**src/rtl/cbs_pkg.sv**
```systemverilog
package cbs_pkg;

    typedef enum logic [1:0] {
        MODE_SOLO = 2'b00,
        MODE_LINK = 2'b01,
        MODE_TAIL = 2'b10,
        MODE_RSVD = 2'b11
    } chan_mode_e;

    typedef enum logic [1:0] {
        ST_IDLE = 2'b00,
        ST_RUN  = 2'b01,
        ST_HOLD = 2'b10
    } seq_state_e;

    function automatic chan_mode_e mode_of(input logic [1:0] raw);
        return chan_mode_e'(raw);
    endfunction

    // Mode a channel must carry given its place in an enabled run.
    function automatic chan_mode_e needed_mode(input logic is_top, input logic single);
        if (!is_top)
            return MODE_LINK;
        return single ? MODE_SOLO : MODE_TAIL;
    endfunction

endpackage

```
**src/rtl/cbs_word_bank.sv**
```systemverilog
module cbs_word_bank #(
    parameter int NUM_CH = 4,
    parameter int WORD_W = 32,
    localparam int CH_W  = $clog2(NUM_CH),
    localparam int BIT_W = $clog2(WORD_W)
) (
    input  logic              clk,
    input  logic              rst,
    input  logic [NUM_CH-1:0] load_en,
    input  logic [WORD_W-1:0] load_data,
    input  logic [CH_W-1:0]   rd_ch,
    input  logic [BIT_W-1:0]  rd_bit,
    output logic              rd_val
);

    logic [WORD_W-1:0] words [NUM_CH];

    for (genvar g = 0; g < NUM_CH; g++) begin : g_word
        always_ff @(posedge clk) begin
            if (rst)
                words[g] <= '0;
            else if (load_en[g])
                words[g] <= load_data;
        end
    end

    assign rd_val = words[rd_ch][rd_bit];

endmodule

```
**src/rtl/cbs_chain_check.sv**
```systemverilog
module cbs_chain_check
    import cbs_pkg::*;
#(
    parameter int NUM_CH = 4,
    localparam int CH_W  = $clog2(NUM_CH)
) (
    input  logic [NUM_CH-1:0]   ch_en,
    input  logic [2*NUM_CH-1:0] ch_mode,
    output logic                any_en,
    output logic                chain_ok,
    output logic [CH_W-1:0]     lo_idx,
    output logic [CH_W-1:0]     hi_idx
);

    int         en_cnt;
    int         span;
    logic       found;
    logic       modes_ok;
    chan_mode_e m;

    always_comb begin
        lo_idx = '0;
        hi_idx = '0;
        en_cnt = 0;
        found  = 1'b0;
        for (int i = 0; i < NUM_CH; i++) begin
            if (ch_en[i]) begin
                if (!found)
                    lo_idx = CH_W'(i);
                found  = 1'b1;
                hi_idx = CH_W'(i);
                en_cnt = en_cnt + 1;
            end
        end
        span = int'(hi_idx) - int'(lo_idx) + 1;

        modes_ok = 1'b1;
        for (int i = 0; i < NUM_CH; i++) begin
            m = mode_of(ch_mode[2*i +: 2]);
            if (ch_en[i] && (m != needed_mode(CH_W'(i) == hi_idx, en_cnt == 1)))
                modes_ok = 1'b0;
        end

        any_en   = found;
        chain_ok = found && modes_ok && (span == en_cnt);
    end

endmodule

```
**src/rtl/cbs_engine.sv**
```systemverilog
module cbs_engine
    import cbs_pkg::*;
#(
    parameter int NUM_CH = 4,
    parameter int WORD_W = 32,
    localparam int CH_W  = $clog2(NUM_CH),
    localparam int BIT_W = $clog2(WORD_W)
) (
    input  logic             clk,
    input  logic             rst,
    input  logic             any_en,
    input  logic             chain_ok,
    input  logic [CH_W-1:0]  lo_idx,
    input  logic [CH_W-1:0]  hi_idx,
    input  logic             tick_en,
    input  logic             repeat_en,
    input  logic             rd_val,
    output logic [CH_W-1:0]  rd_ch,
    output logic [BIT_W-1:0] rd_bit,
    output logic             seq_out,
    output logic             seq_done,
    output logic             running
);

    localparam logic [BIT_W-1:0] LAST_BIT = BIT_W'(WORD_W - 1);

    seq_state_e      state;
    logic [CH_W-1:0] lo_q;
    logic [CH_W-1:0] hi_q;

    always_ff @(posedge clk) begin
        if (rst) begin
            state    <= ST_IDLE;
            lo_q     <= '0;
            hi_q     <= '0;
            rd_ch    <= '0;
            rd_bit   <= '0;
            seq_out  <= 1'b0;
            seq_done <= 1'b0;
        end else begin
            seq_done <= 1'b0;
            unique case (state)
                ST_IDLE: begin
                    if (any_en && chain_ok) begin
                        lo_q   <= lo_idx;
                        hi_q   <= hi_idx;
                        rd_ch  <= hi_idx;
                        rd_bit <= '0;
                        state  <= ST_RUN;
                    end
                end
                ST_RUN: begin
                    if (!any_en) begin
                        state <= ST_IDLE;
                    end else if (tick_en) begin
                        seq_out <= rd_val;
                        if (rd_bit == LAST_BIT) begin
                            rd_bit <= '0;
                            if (rd_ch == lo_q) begin
                                seq_done <= 1'b1;
                                if (repeat_en)
                                    rd_ch <= hi_q;
                                else
                                    state <= ST_HOLD;
                            end else begin
                                rd_ch <= rd_ch - 1'b1;
                            end
                        end else begin
                            rd_bit <= rd_bit + 1'b1;
                        end
                    end
                end
                ST_HOLD: begin
                    if (!any_en)
                        state <= ST_IDLE;
                end
                default: state <= ST_IDLE;
            endcase
        end
    end

    assign running = (state == ST_RUN);

endmodule

```
**src/rtl/cascade_bit_seq.sv**
```systemverilog
module cascade_bit_seq
    import cbs_pkg::*;
#(
    parameter int NUM_CH = 4,
    parameter int WORD_W = 32
) (
    input  logic                clk,
    input  logic                rst,
    input  logic [NUM_CH-1:0]   load_en,
    input  logic [WORD_W-1:0]   load_data,
    input  logic [2*NUM_CH-1:0] ch_mode,
    input  logic [NUM_CH-1:0]   ch_en,
    input  logic                repeat_en,
    input  logic                tick_en,
    output logic                seq_out,
    output logic                seq_done,
    output logic                cfg_error
);

    localparam int CH_W  = $clog2(NUM_CH);
    localparam int BIT_W = $clog2(WORD_W);

    logic             any_en;
    logic             chain_ok;
    logic [CH_W-1:0]  lo_idx;
    logic [CH_W-1:0]  hi_idx;
    logic [CH_W-1:0]  rd_ch;
    logic [BIT_W-1:0] rd_bit;
    logic             rd_val;
    logic             running;

    cbs_word_bank #(.NUM_CH(NUM_CH), .WORD_W(WORD_W)) u_bank (
        .clk       (clk),
        .rst       (rst),
        .load_en   (load_en),
        .load_data (load_data),
        .rd_ch     (rd_ch),
        .rd_bit    (rd_bit),
        .rd_val    (rd_val)
    );

    cbs_chain_check #(.NUM_CH(NUM_CH)) u_check (
        .ch_en    (ch_en),
        .ch_mode  (ch_mode),
        .any_en   (any_en),
        .chain_ok (chain_ok),
        .lo_idx   (lo_idx),
        .hi_idx   (hi_idx)
    );

    cbs_engine #(.NUM_CH(NUM_CH), .WORD_W(WORD_W)) u_engine (
        .clk       (clk),
        .rst       (rst),
        .any_en    (any_en),
        .chain_ok  (chain_ok),
        .lo_idx    (lo_idx),
        .hi_idx    (hi_idx),
        .tick_en   (tick_en),
        .repeat_en (repeat_en),
        .rd_val    (rd_val),
        .rd_ch     (rd_ch),
        .rd_bit    (rd_bit),
        .seq_out   (seq_out),
        .seq_done  (seq_done),
        .running   (running)
    );

    assign cfg_error = any_en && !chain_ok;

endmodule

```
**config.mk**
```make
export PLATFORM = sky130hd
export DESIGN_NAME = cascade_bit_seq
export DESIGN_NICKNAME = d
export VERILOG_FILES = /design/src/rtl/cbs_pkg.sv /design/src/rtl/cbs_word_bank.sv /design/src/rtl/cbs_chain_check.sv /design/src/rtl/cbs_engine.sv /design/src/rtl/cascade_bit_seq.sv
export SDC_FILE = /design/constraint.sdc
export NUM_CORES = 1
export LEC_CHECK = 0
export BUFFER_PORTS_ARGS = -buffer_cell sky130_fd_sc_hd__buf_2
export CORE_ASPECT_RATIO = 0.9
export CORE_MARGIN = 2
export CORE_UTILIZATION = 40
export CTS_BUF_LIST = sky130_fd_sc_hd__clkbuf_16
export DETAILED_ROUTE_END_ITERATION = 8
export REMOVE_ABC_BUFFERS = 1
export SLEW_MARGIN = 20
export SYNTH_ARGS = -nofsm -noshare
export SYNTH_HDL_FRONTEND = slang
export SYNTH_HIERARCHICAL = 1
export SYNTH_SLANG_ARGS = --single-unit
```
**constraint.sdc**
```tcl
create_clock -name clk -period 6.35 [get_ports clk]
set_input_delay 0.9525 -clock clk [delete_from_list [all_inputs] [get_ports clk]]
set_output_delay 0.9525 -clock clk [all_outputs]
set_load 0.1 [all_outputs]
```
* Yosys cells after proc, flatten, opt, wreduce, memory -nomap -nowiden *
Memory sizes are Yosys's and may differ from the RTL's. A register that Yosys moved wholly into a read port is not among the register bits.
Cells that the tools add are included.

operators by class
  equality and inequality tests = 23
  reduce and logical (&&, ||, !) cells = 18
  $add $sub $neg = 7
  mux-type cells = 69
  bitwise gates (word level) = 8
  $lt $le $gt $ge = 1

operators by type and width
  cell                                                                          number
  32-bit two-way mux                                                            7
  32-bit by 2-bit adder with 32-bit output, second input constant               3
  2-bit two-way mux                                                             26
  32-bit by 2-bit == test with 1-bit output, second input constant              1
  32-bit == test                                                                1
  1-bit two-way mux                                                             28
  5-bit two-way mux                                                             4
  6-bit AND reduction                                                           2
  5-bit one-hot mux with 2 select lines                                         1
  3-bit != test, second input constant                                          3
  1-bit logical AND                                                             8
  2-bit != test                                                                 4
  5-bit by 6-bit less-than comparator with 1-bit output, second input constant  1
  2-bit != test, second input constant                                          3
  3-bit by 2-bit != test with 1-bit output, second input constant               2
  2-bit one-hot mux with 3 select lines                                         1
  5-bit by 1-bit adder with 5-bit output, second input constant                 1
  1-bit binary-select mux with 5-bit select                                     1
  5-bit == test, second input constant                                          1
  5-bit OR reduction                                                            1
  2-bit == test, first input constant                                           2
  2-bit zero test                                                               2
  2-bit by 1-bit != test with 1-bit output, second input constant               2
  1-bit NOT                                                                     4
  14 further kinds                                                              17

storage, ports and cells
  bits in registers = 15
  logic and storage cells = 134
  memory bits (writable) = 128
  input bits = 52
  memories kept = 1

memories
  name          words  bits a word  rd ports  clocked after memory_dff  wr ports  line                 source
  u_bank.words  4      32           1         1                         4         cbs_word_bank.sv:16  logic [WORD_W-1:0] words [NUM_CH];

* Logic depth before layout (Yosys ltp) *
Gate-level depths: netlist (run 1).

  word-level depth = 23
  depth in mapped cells = 19

* By module *
Netlist (run 1), hierarchy kept.

by module, submodules not included
  module           times used  sequential area each (um^2)  area an instance (um^2)  cells an instance
  cbs_word_bank    1           3843.7                       5863.1                   362
  cbs_engine       1           300.3                        780.7                    86
  cbs_chain_check  1           0.0                          510.5                    69
  cascade_bit_seq  1           0.0                          13.8                     1

* Worst setup path before layout (run 1) *
OpenSTA, ideal clock, no wires.

  path type = input to output
  start point = in ch_en[0]
  end point = out cfg_error
  path slack = 1785 ps
  stages = 14
  path buffers = 0
  arrival time = 3613 ps
  cell sequence = inv_1 ha_1 nand2_1 o21ai_0 ha_1 inv_1 fa_1 ha_1 xnor2_1 xnor2_2 xnor2_1 nor4_1 and4b_1 nor2b_4

on the way
  elaborated cells between the ends (all ways) = 42

RTL lines
  item                                           line                   source
  start, declared                                cascade_bit_seq.sv:12  input logic [NUM_CH-1:0] ch_en,
  1-bit two-way mux *                            cbs_chain_check.sv:27  if (ch_en[i]) begin
  1-bit two-way mux                              cbs_chain_check.sv:28  if (!found)
  1-bit two-way mux                              cbs_chain_check.sv:27
  2-bit two-way mux                              cbs_chain_check.sv:28
  2-bit two-way mux                              cbs_chain_check.sv:27
  2-bit two-way mux                              cbs_chain_check.sv:28
  2-bit two-way mux *                            cbs_chain_check.sv:27
  named net lo_idx[0]                            cascade_bit_seq.sv:25  logic [CH_W-1:0] lo_idx;
  2-bit by 2-bit subtractor with 3-bit output *  cbs_chain_check.sv:35  span = int'(hi_idx) - int'(lo_idx) + 1;
  32-bit by 2-bit adder with 32-bit output *     cbs_chain_check.sv:35
  32-bit == test *                               cbs_chain_check.sv:45  chain_ok = found && modes_ok && (span == en_cnt);
  1-bit logical AND *                            cbs_chain_check.sv:45
  named net chain_ok                             cascade_bit_seq.sv:24  logic chain_ok;
  1-bit zero test *                              cascade_bit_seq.sv:68  assign cfg_error = any_en && !chain_ok;
  1-bit logical AND *                            cascade_bit_seq.sv:68
  end, declared                                  cascade_bit_seq.sv:17  output logic cfg_error

The timed path passes the listed nets; every way through them passes the cells marked *.

* Final worst setup path (run 1) *
  start point = in ch_en[1]
  end point = out cfg_error

on the way
  elaborated cells between the ends (all ways) = 45

RTL lines
  item                                           line
  1-bit two-way mux                              cbs_chain_check.sv:27
  2-bit two-way mux                              cbs_chain_check.sv:28
  2-bit two-way mux                              cbs_chain_check.sv:27
  2-bit two-way mux                              cbs_chain_check.sv:28
  2-bit two-way mux *                            cbs_chain_check.sv:27
  named net lo_idx[0]                            cascade_bit_seq.sv:25
  2-bit by 2-bit subtractor with 3-bit output *  cbs_chain_check.sv:35
  32-bit by 2-bit adder with 32-bit output *     cbs_chain_check.sv:35
  32-bit == test *                               cbs_chain_check.sv:45
  1-bit logical AND *                            cbs_chain_check.sv:45
  named net chain_ok                             cascade_bit_seq.sv:24
  1-bit zero test *                              cascade_bit_seq.sv:68
  1-bit logical AND *                            cascade_bit_seq.sv:68

Marks and branches as above.

==> results of run 1 <==
routing by layer:
layer | vias up | global-route usage (%) | routed length (um)
li1 | 2020 | - | -
met1 | 2153 | 22.0 | 6850
met2 | 83 | 28.6 | 7310
met3 | 6 | 4.62 | 676
met4 | 0 | 3.98 | 113
met5 | - | 0 | 0
placed cells by master, fill, tap and decap left out, drive strengths merged, types with 2 or more instances in the layout:
cell,instances
or2,5
o22ai,2
clkinvlp,3
o31ai,2
nor2,15
edfxtp,128
a311oi,2
ha,9
buf,61
clkbuf,17
nand4,4
and3b,4
o21ai,6
and2,129
nor3,3
mux4,33
nand3,7
mux2i,14
a21oi,7
o311ai,3
nand3b,4
a211o,2
inv,17
nand2b,3
nor4,6
xnor2,9
o41ai,2
nor2b,10
nand4b,2
dfxtp,15
nand2,20
clkinv,6
bufinv,2
xor2,9
critical path: stages:
cell	delay, ns
buf_2	0.13
inv_1	0.09
ha_1	0.22
nand2_1	0.09
o21ai_0	0.25
ha_1	0.20
inv_1	0.05
fa_1	0.47
ha_1	0.22
xnor2_1	0.24
xnor2_2	0.11
xnor2_1	0.13
nor4_1	0.27
and4b_1	0.32
nor2b_4	0.05
buf_2	0.29
synthesized netlist by cell type, types with 4 or more instances:
cell type	instances	area [um^2]
xnor2_1	8	70.1
nand3b_1	4	30.0
mux4_1	7	184
nor2b_1	9	56.3
nor2_1	14	52.6
ha_1	9	113
nand4_1	4	25.0
clkbuf_1	15	56.3
xor2_1	9	78.8
edfxtp_1	128	3840
o21ai_0	4	20.0
buf_6	5	56.3
a21oi_1	7	35.0
nand2_1	19	71.3
or2_2	5	31.3
mux2i_1	14	140
nand3_1	7	35.0
nor4_1	6	37.5
mux4_2	26	586
dfxtp_1	15	300
and2_1	129	807
buf_2	7	35.0
inv_1	12	45.0
stage by stage:
stage | worst slack [ns] | power (uW) | hold WS, ns | instances
6_report | 1.32 | 2320 | 0.503 | 823
5_1_grt | 1.09 | 2420 | 0.563 | 822
4_1_cts | 1.30 | 2350 | 0.513 | 822
3_5_place_dp | 1.31 | 1390 | 0.499 | 790
3_3_place_gp | 1.42 | 1380 | 0.473 | 790
2_1_floorplan | 1.78 | 1300 | 0.461 | 489
power by group:
| group | switching (uW) | total, uW | internal, uW |
|---|---|---|---|
| registers | 22.3 | 1120 | 1100 |
| logic | 128 | 240 | 111 |
| clock network | 386 | 961 | 575 |
how the worst min path moves through the flow:
stage                                  start                       endpoint  slack, ns  cells after the start
6_report       u_engine/seq_out$_SDFFE_PP0P_  u_engine/seq_out$_SDFFE_PP0P_       0.50                      2
5_1_grt        u_engine/hi_q[0]$_SDFFE_PP0P_  u_engine/hi_q[0]$_SDFFE_PP0P_       0.56                      2
4_1_cts        u_engine/seq_out$_SDFFE_PP0P_  u_engine/seq_out$_SDFFE_PP0P_       0.51                      2
3_5_place_dp   u_engine/seq_out$_SDFFE_PP0P_  u_engine/seq_out$_SDFFE_PP0P_       0.50                      2
3_3_place_gp   u_engine/seq_out$_SDFFE_PP0P_  u_engine/seq_out$_SDFFE_PP0P_       0.47                      2
2_1_floorplan  u_engine/hi_q[1]$_SDFFE_PP0P_  u_engine/hi_q[1]$_SDFFE_PP0P_       0.46                      2
state kept, by name, indices dropped and copies added (netlist names):
name and cells:
u_engine/lo_q 2, u_engine/seq_done 1, u_engine/rd_bit 5, u_engine/seq_out 1, u_engine/hi_q 2, u_engine/state 2
u_bank/words 128, u_engine/rd_ch 2
cells by family (layout without fill, tap and decap cells):
kind of cell / Yosys count / count (layout) / synth area share (%)
flops: 143 / 143 / 57.8
other cells: 0 / 1 / 0
xor+xnor: 18 / 18 / 2.30
mux: 47 / 47 / 12.7
compound gates: 38 / 38 / 3.81
simple gates: 220 / 220 / 18.6
buf+inv: 42 / 106 / 2.90
fa+ha+maj: 10 / 10 / 1.85
cell type report:
| cell class | count | area [um^2] | share of cell area [%] |
|---|---|---|---|
| Tap cell | 240 | 300 | 3.65 |
| Clock buffer | 17 | 425 | 5.18 |
| Inverter | 13 | 48.8 | 0.594 |
| Antenna cell | 1 | 2.50 | 0.0305 |
| Timing Repair Buffer | 61 | 323 | 3.93 |
| Clock inverter | 15 | 146 | 1.78 |
| Multi-Input combinational cell | 333 | 2830 | 34.4 |
| Sequential cell | 143 | 4150 | 50.4 |
==> metrics.yaml, run 1 <==
wire_per_inst_um: 18.2
grt_max_degree: 33
synth_seq_area_share_pct: 57.8
syn_inst: 518
syn_avg_cell_area_um2: 13.8
grt_overflow: 0
tritoncts: "done"
rsz0062_at_grt: "no"
fin_setup_tns_ns: 0
worst_slew_pin_slew_ns: 0.961
max_slew_margin_pct: 35.9
syn2layout_area_growth_pct: 14.6
cts_root_buf: "clkbuf_16"
gp_congestion: 0.793
io_buffer_count: 54
clock_latency_ns: 0.42
htree_levels: 4
die_w_um: 145
path_class: "in2out"
status: "finished, final reports clean"
reg2regPathDepth: 8
fp-row-count: 46
fin_crit_sh_pct: 79.3
cp-endpoint: "cfg_error"
post-route-util_pct: 46.7
ir_drop_mv: 0.177
firstDrtPassIters: 4
finalWirelength_um: 15000
nFillCells: 1585
ant_nets: 0
r2r-end: "u_engine/seq_out$_SDFFE_PP0P_"
arrival_ns: 4.08
maxCapViolCount: 0
power.density_nw_per_um2: 283
drt-vias-per-instance: 5.18
numCtsBuffers: 17
grt_usage_pct: 16.9
cp.required_ns: 5.40
stdcell_area_um2: 8220
ys_types: 63
timing.rr.start: "u_engine/rd_ch[1]$_SDFFE_PP0P_"
synth-seq-cells: 143
die_h_um: 131
clock_sinks: 143
leakagePower_uw: 0.00310
drc: 0
endpoint_kind: "primary output"
antenna_found_initial: 1
nNetsFinal: 631
grt_pass1_wl_um: 24300
synthFlopType: "edfxtp_1"
setup_viol: 0
vias: 4262
worstHoldPathType: "reg2reg"
design.die.area_um2: 19000
drv_slew: 0
synth-async-reset-ratio_pct: 0
drt_iter0_markers: 292
start_util_pct: 40.7
startpoint: "ch_en[1]"
dpl.hpwl_um: 9030
post_dp_cell_area_um2: 7640
cp-start-kind: "input port"
synth_warnings: 6
synth-edff-count: 128
cts_resized: 0
netlist_area_um2: 7170
drive_above_1_share_pct: 23.5
ctsHoldBuffers: 0
clk_pin_slew_ns: 0.06
timing.fmax_mhz: 199
skew_ns: 0.0139
coreArea_um2: 17600
worstPathMaxFanout: 5
grt_pass1_vias: 4460
clock_path_buffers: 2
postCtsSetupBuffers: 0
finalCriticalPeriod_ns: 5.03
ff2ff_setup_slack_ns: 2.98
io_pins: 55
hold_violations: 0
Power figures use the tool's default switching activity.
==> run 2: changes to the inputs <==
Clock period 6.35 ns to 4.6 ns, I/O delays scaled along.
==> metrics.yaml, run 2 (synthesis gave the netlist of run 1 again) <==
fin_crit_sh_pct: 95.1
timing.fmax_mhz: 229
fin_setup_tns_ns: 0  # unchanged
hold_violations: 0  # unchanged
final_cells: 824  # was 823
cp.required_ns: 3.91  # was 5.40 ns
max_slew_margin_pct: 36.4  # was 35.9%
grt_use_met3_pct: 4.24  # was 4.62%
design.die.area_um2: 19000  # unchanged
numCtsBuffers: 17  # unchanged
final_common_cell: "and2_1"  # unchanged
die_h_um: 131  # unchanged
cts_root_buf: "clkbuf_16"  # unchanged
cts_resized: 0  # unchanged
maxCapViolCount: 0  # unchanged
antenna_found_initial: 1  # unchanged
drv_slew: 0  # unchanged
fp-row-count: 46  # unchanged
wire_per_inst_um: 18.3  # was 18.2 um
reg_top3: "u_bank/words (128), u_engine/rd_bit (5)"  # unchanged
rsz0062_at_grt: "no"  # unchanged
grt_usage_pct: 16.8  # was 16.9%
gr-usage-met2_pct: 28.2  # was 28.6%
clk_pin_slew_ns: 0.06  # about the same
cp-start-kind: "input port"  # unchanged
ir_drop_mv: 0.246  # was 0.177 mV
htree_levels: 4  # unchanged
finalCriticalPeriod_ns: 4.37
ctsHoldBuffers: 0  # unchanged
syn2layout_area_growth_pct: 14.5  # was 14.6%
worstPathMaxFanout: 5  # unchanged
busiest_layer: "met2"  # unchanged
drt-vias-per-instance: 5.13  # was 5.18
worstHoldPathType: "reg2reg"  # unchanged
drc: 0  # unchanged
worst_slew_pin_slew_ns: 0.954  # was 0.961 ns
final_cell_mix: "129 x and2_1, 128 x edfxtp_1, 53 x buf_2"  # was 129 x and2_1, 128 x edfxtp_1, 54 x buf_2
finalWirelength_um: 15000  # about the same
status: "finished, final reports clean"  # unchanged
drive_above_1_share_pct: 24.0  # was 23.5%
coreArea_um2: 17600  # unchanged
gp_congestion: 0.775  # was 0.793
gr-usage-met1_pct: 22.1  # was 22.0%
path_class: "in2out"  # unchanged
grt_pass1_wl_um: 24400  # was 24300 um
tritoncts: "done"  # unchanged
skew_ns: 0.00747  # was 0.0139 ns
nFillCells: 1610  # was 1585
place_inst: 792  # was 790
power.density_nw_per_um2: 385  # was 283 nW/um^2
firstDrtPassIters: 5  # was 4
arrival_ns: 3.68  # was 4.08 ns
endpoint_kind: "primary output"  # unchanged
start_util_pct: 40.7  # unchanged
clock_path_buffers: 2  # unchanged
grt_overflow: 0  # unchanged
postCtsSetupBuffers: 0  # unchanged
vias: 4225  # was 4262
setup_viol: 0  # unchanged
grt_pass1_vias: 4484  # was 4460
max_flop_register: "u_bank/words"  # unchanged
grt_max_degree: 33  # unchanged
clock_sinks: 143  # unchanged
drt_iter0_markers: 271  # was 292
die_w_um: 145  # unchanged
largest_reg_flops: 128  # unchanged
io_pins: 55  # unchanged
io_buffer_count: 54  # unchanged
ant_nets: 0  # unchanged
clock_latency_ns: 0.41  # was 0.42 ns
nNetsFinal: 633  # was 631
leakagePower_uw: 0.00311  # was 0.00310 uW
dpl.hpwl_um: 9340  # was 9030 um
## run 2: cell count changes in the layout (fill, tap and decap cells not counted)
cell        previous run  this run
buf_4                  7         9
inv_6                  2         4
and4b_1                1         0
and4b_2                0         1
buf_2                 54        53
bufinv_16              2         1
clkbuf_4               0         1
clkinv_2               1         2
clkinv_4               3         2
clkinvlp_4             3         2
inv_1                 14        13
## run 2: final cells by class
| class | count | area (um^2) | area share (%) |
|---|---|---|---|
| flip-flops and latches | 143 | 4150 | 50.5 |
| clock buffers | 17 | 425 | 5.18 |
| clock inverters | 14 | 119 | 1.45 |
| multi-input cells | 333 | 2830 | 34.4 |
| well taps | 240 | 300 | 3.66 |
| repair buffers | 63 | 340 | 4.15 |
| inverters | 13 | 48.8 | 0.594 |
| diodes | 1 | 2.50 | 0.0305 |
## run 2: worst paths after layout
check	to	startpoint	slack (ns)	depth (start not counted)
max reg2reg	u_engine/seq_out$_SDFFE_PP0P_	u_engine/rd_ch[1]$_SDFFE_PP0P_	1.71	7
min	u_engine/seq_out$_SDFFE_PP0P_	u_engine/seq_out$_SDFFE_PP0P_	0.50	2
max	cfg_error	ch_en[1]	0.23	16
min reg2reg	u_engine/seq_out$_SDFFE_PP0P_	u_engine/seq_out$_SDFFE_PP0P_	0.50	2
## run 2: routing by layer
layer / up-vias / part of all wire [%]
li1: 2021 / -
met1: 2106 / 46
met2: 87 / 49
met3: 11 / 4.4
met4: 0 / 0.84
met5: - / 0
## run 2: through the flow
step | cell area, um^2 | worst slack, ns | hold slack (ns) | utilization, % | power [uW]
floorplan | 7010 | 0.557 | 0.461 | - | 1790
global placement | 7660 | 0.218 | 0.472 | 43.5 | 1900
detailed placement | 7660 | 0.173 | 0.488 | 43.5 | 1920
CTS | 8200 | 0.170 | 0.513 | 46.6 | 3190
global route | 8210 | 0.0115 | 0.530 | 46.6 | 3290
finish | 8210 | 0.225 | 0.496 | 46.6 | 3160
## run 2: critical path, cell delays in order
cell and delay (ns):
buf_2 0.13, inv_1 0.10, ha_1 0.22, nand2_1 0.08, o21ai_0 0.24, ha_1 0.20
inv_1 0.05, fa_1 0.45, ha_1 0.21, xnor2_1 0.23, xnor2_2 0.11, xnor2_1 0.12
nor4_1 0.23, and4b_2 0.31, nor2b_4 0.05, clkbuf_4 0.27
## run 2: power by group
group	switching, uW	internal, uW
combinational	175	155
sequential	34.0	1520
clock	538	740
==> run 3: changes to the inputs <==
Settings changed: CTS_CLUSTER_DIAMETER set to 200, SYNTH_HIERARCHICAL 1 to unset.
==> metrics.yaml, run 3 <==
synth-async-reset-ratio_pct: 0  # unchanged
fin_setup_tns_ns: 0  # unchanged
grt_usage_pct: 17.5  # was 16.8%
skew_ns: 0.00592  # was 0.00747 ns
synth_top_cells_by_count: "129 x and2_1, 128 x edfxtp_1, 39 x mux4_2"  # was 129 x and2_1, 128 x edfxtp_1, 26 x mux4_2
wire_per_inst_um: 19.2  # was 18.3 um
cp-start-kind: "input port"  # unchanged
synth_warnings: 0  # was 6
path_class: "in2out"  # unchanged
firstDrtPassIters: 5  # unchanged
netlist.area_leader.share_pct: 52.9  # was 53.6%
drt-vias-per-instance: 5.25  # was 5.13
synth-edff-count: 128  # unchanged
nFillCells: 1632  # was 1610
clock_sinks: 145  # was 143
syn_avg_cell_area_um2: 13.7  # was 13.8 um^2
syn2layout_area_growth_pct: 16.3  # was 14.5%
grt_pass1_vias: 4622  # was 4484
post_dp_cell_area_um2: 7820  # was 7660 um^2
worstPathMaxFanout: 3  # was 5
reg_top3: "u_bank.words (128), u_engine.rd_bit (5)"  # was u_bank/words (128), u_engine/rd_bit (5)
timing.fmax_mhz: 231  # was 229 MHz
drv_slew: 0  # unchanged
coreArea_um2: 17700  # was 17600 um^2
synth_seq_area_share_pct: 57.5  # was 57.8%
synth-seq-cells: 145  # was 143
pre_cts_slack_ns: 0.0856  # was 0.173 ns
syn_inst: 532  # was 518
clock_path_buffers: 2  # unchanged
clock_latency_ns: 0.41  # about the same
worst_slew_pin_slew_ns: 1.02  # was 0.954 ns
worstHoldPathType: "reg2reg"  # unchanged
io_pins: 55  # unchanged
die_w_um: 146  # was 145 um
final_cell_mix: "129 x and2_1, 128 x edfxtp_1, 54 x buf_2"  # was 129 x and2_1, 128 x edfxtp_1, 53 x buf_2
io_buffer_count: 54  # unchanged
finalHoldWorstSlack_ns: 0.519  # was 0.496 ns
ys_types: 56  # was 63
netlist_area_um2: 7270  # was 7170 um^2
swShare_pct: 21.6  # was 23.6%
htree_levels: 4  # unchanged
ctsHoldBuffers: 0  # unchanged
largest_reg_flops: 128  # unchanged
synthFlopType: "edfxtp_1"  # unchanged
pwr-share-clk_pct: 43.3  # was 40.4%
final_common_cell: "and2_1"  # unchanged
leakagePower_uw: 0.00318  # was 0.00311 uW
ir_drop_mv: 0.358  # was 0.246 mV
diodes: 0  # was 1
drc: 0  # unchanged
finalCriticalPeriod_ns: 4.33  # was 4.37 ns
maxCapViolCount: 0  # unchanged
antenna_found_initial: 1  # unchanged
power_frac_comb_pct: 10.2  # was 10.5%
grt_pass1_wl_um: 25500  # was 24400 um
gp_congestion: 0.835  # was 0.775
dpl.hpwl_um: 9730  # was 9340 um
layout_setup_ws_ns: 0.271  # was 0.225 ns
power.density_nw_per_um2: 399  # was 385 nW/um^2
cp.required_ns: 3.91  # about the same
vias: 4385  # was 4225
endpoint_kind: "primary output"  # unchanged
reg2regPathDepth: 6  # was 7
drt_iter0_markers: 298  # was 271
stdcell_area_um2: 8450  # was 8210 um^2
fp-row-count: 46  # unchanged
ff2ff_setup_slack_ns: 1.75  # was 1.71 ns
arrival_ns: 3.64  # was 3.68 ns
multiInputGateArea_um2: 2960  # was 2830 um^2
total_power_uw: 3370  # was 3160 uW
status: "finished, final reports clean"  # unchanged
synthTopCellsByArea: "edfxtp_1 53%, mux4_2 12%, and2_1 11%"  # was edfxtp_1 54%, and2_1 11%, mux4_2 8.2%
die_h_um: 132  # was 131 um
regArea_um2: 4190  # was 4150 um^2
holdPathStages: 2  # unchanged
grt_overflow: 0  # unchanged
numCtsBuffers: 17  # unchanged
hold_violations: 0  # unchanged
synth.most_common_cell: "and2_1"  # unchanged
ant_nets: 0  # unchanged
max_slew_margin_pct: 31.9  # was 36.4%
drive_above_1_share_pct: 25.7  # was 24.0%
finalWirelength_um: 16000  # was 15000 um
rsz0062_at_grt: "no"  # unchanged
fin_crit_sh_pct: 94.1  # was 95.1%
cts_root_buf: "clkbuf_16"  # unchanged
setup_viol: 0  # unchanged
seq_power_share_pct: 46.5  # was 49.1%
start_util_pct: 41.0  # was 40.7%
max_flop_register: "u_bank.words"  # was u_bank/words
intPower_uw: 2640  # was 2410 uW
clk_pin_slew_ns: 0.06  # about the same
yosysTopAreaCell: "edfxtp_1"  # unchanged
tritoncts: "done"  # unchanged
grt_max_degree: 33  # unchanged
p_switching_uw: 730  # was 747 uW
nNetsFinal: 646  # was 633
design.die.area_um2: 19300  # was 19000 um^2
[run 3: layout make-up]
type / instances / area share [%]
flip-flops and latches: 145 / 49.5
multi-input cells: 344 / 35.0
clock buffers: 17 / 5.03
repair buffers: 64 / 4.08
well taps: 240 / 3.55
clock inverters: 15 / 2.34
inverters: 10 / 0.444
[run 3: metrics by stage]
step                      instances  utilization, %
after global routing            835            47.7
after floorplan                 499               -
after CTS                       835            47.6
after detailed placement        803            44.1
final                           835            47.7
after global placement          803            44.1
[run 3: worst paths after layout]
kind	startpoint	to
setup / recovery	ch_en[0]	cfg_error
hold / removal	u_engine.lo_q[1]$_SDFFE_PP0P_	u_engine.lo_q[1]$_SDFFE_PP0P_
setup reg to reg	flop	u_engine.seq_out$_SDFFE_PP0P_
hold reg to reg	u_engine.lo_q[1]$_SDFFE_PP0P_	u_engine.lo_q[1]$_SDFFE_PP0P_
[run 3: cells by family after synthesis]
group                      Yosys count  share of synthesized area, %
buffers and inverters               43                          2.27
DFF                                145                          57.5
muxes                               46                          13.2
adders and majority gates           12                          2.17
AOI/OAI and AO/OA                   42                          4.39
and+or+nand+nor                    233                          19.1
xor gates and xnor gates            11                          1.32
[run 3: what timing repair did]
item                                    CTS  global route
buffers inserted                          0             0
gates resized for setup                   0             3
endpoints found under the setup margin    0             1
[run 3: power groups by stage]
| stage | registers, uW | clock network (uW) | logic [uW] |
|---|---|---|---|
| floorplan | 1590 | 0 | 217 |
| global placement | 1590 | 0 | 340 |
| detailed placement | 1600 | 0 | 345 |
| CTS | 1570 | 1480 | 346 |
| global route | 1580 | 1540 | 380 |
| finish | 1570 | 1460 | 343 |
[run 3: critical path, cell delays in order]
cell     delay, ns
buf_2         0.12
inv_1         0.09
ha_1          0.19
nand2_1       0.07
nand2_1       0.06
o21ai_1       0.08
ha_1          0.21
fa_1          0.47
inv_1         0.05
ha_1          0.17
inv_1         0.06
ha_1          0.23
xor2_1        0.17
xnor2_1       0.13
nor3_2        0.21
nand4_2       0.15
o21a_1        0.19
buf_2         0.29
[run 3: per-layer routing]
layer / GRT usage (%) / wire [um]
met4: 5.23 / 53
met3: 3.70 / 737
met1: 23.2 / 7100
met5: 0 / 0
met2: 29.1 / 8150
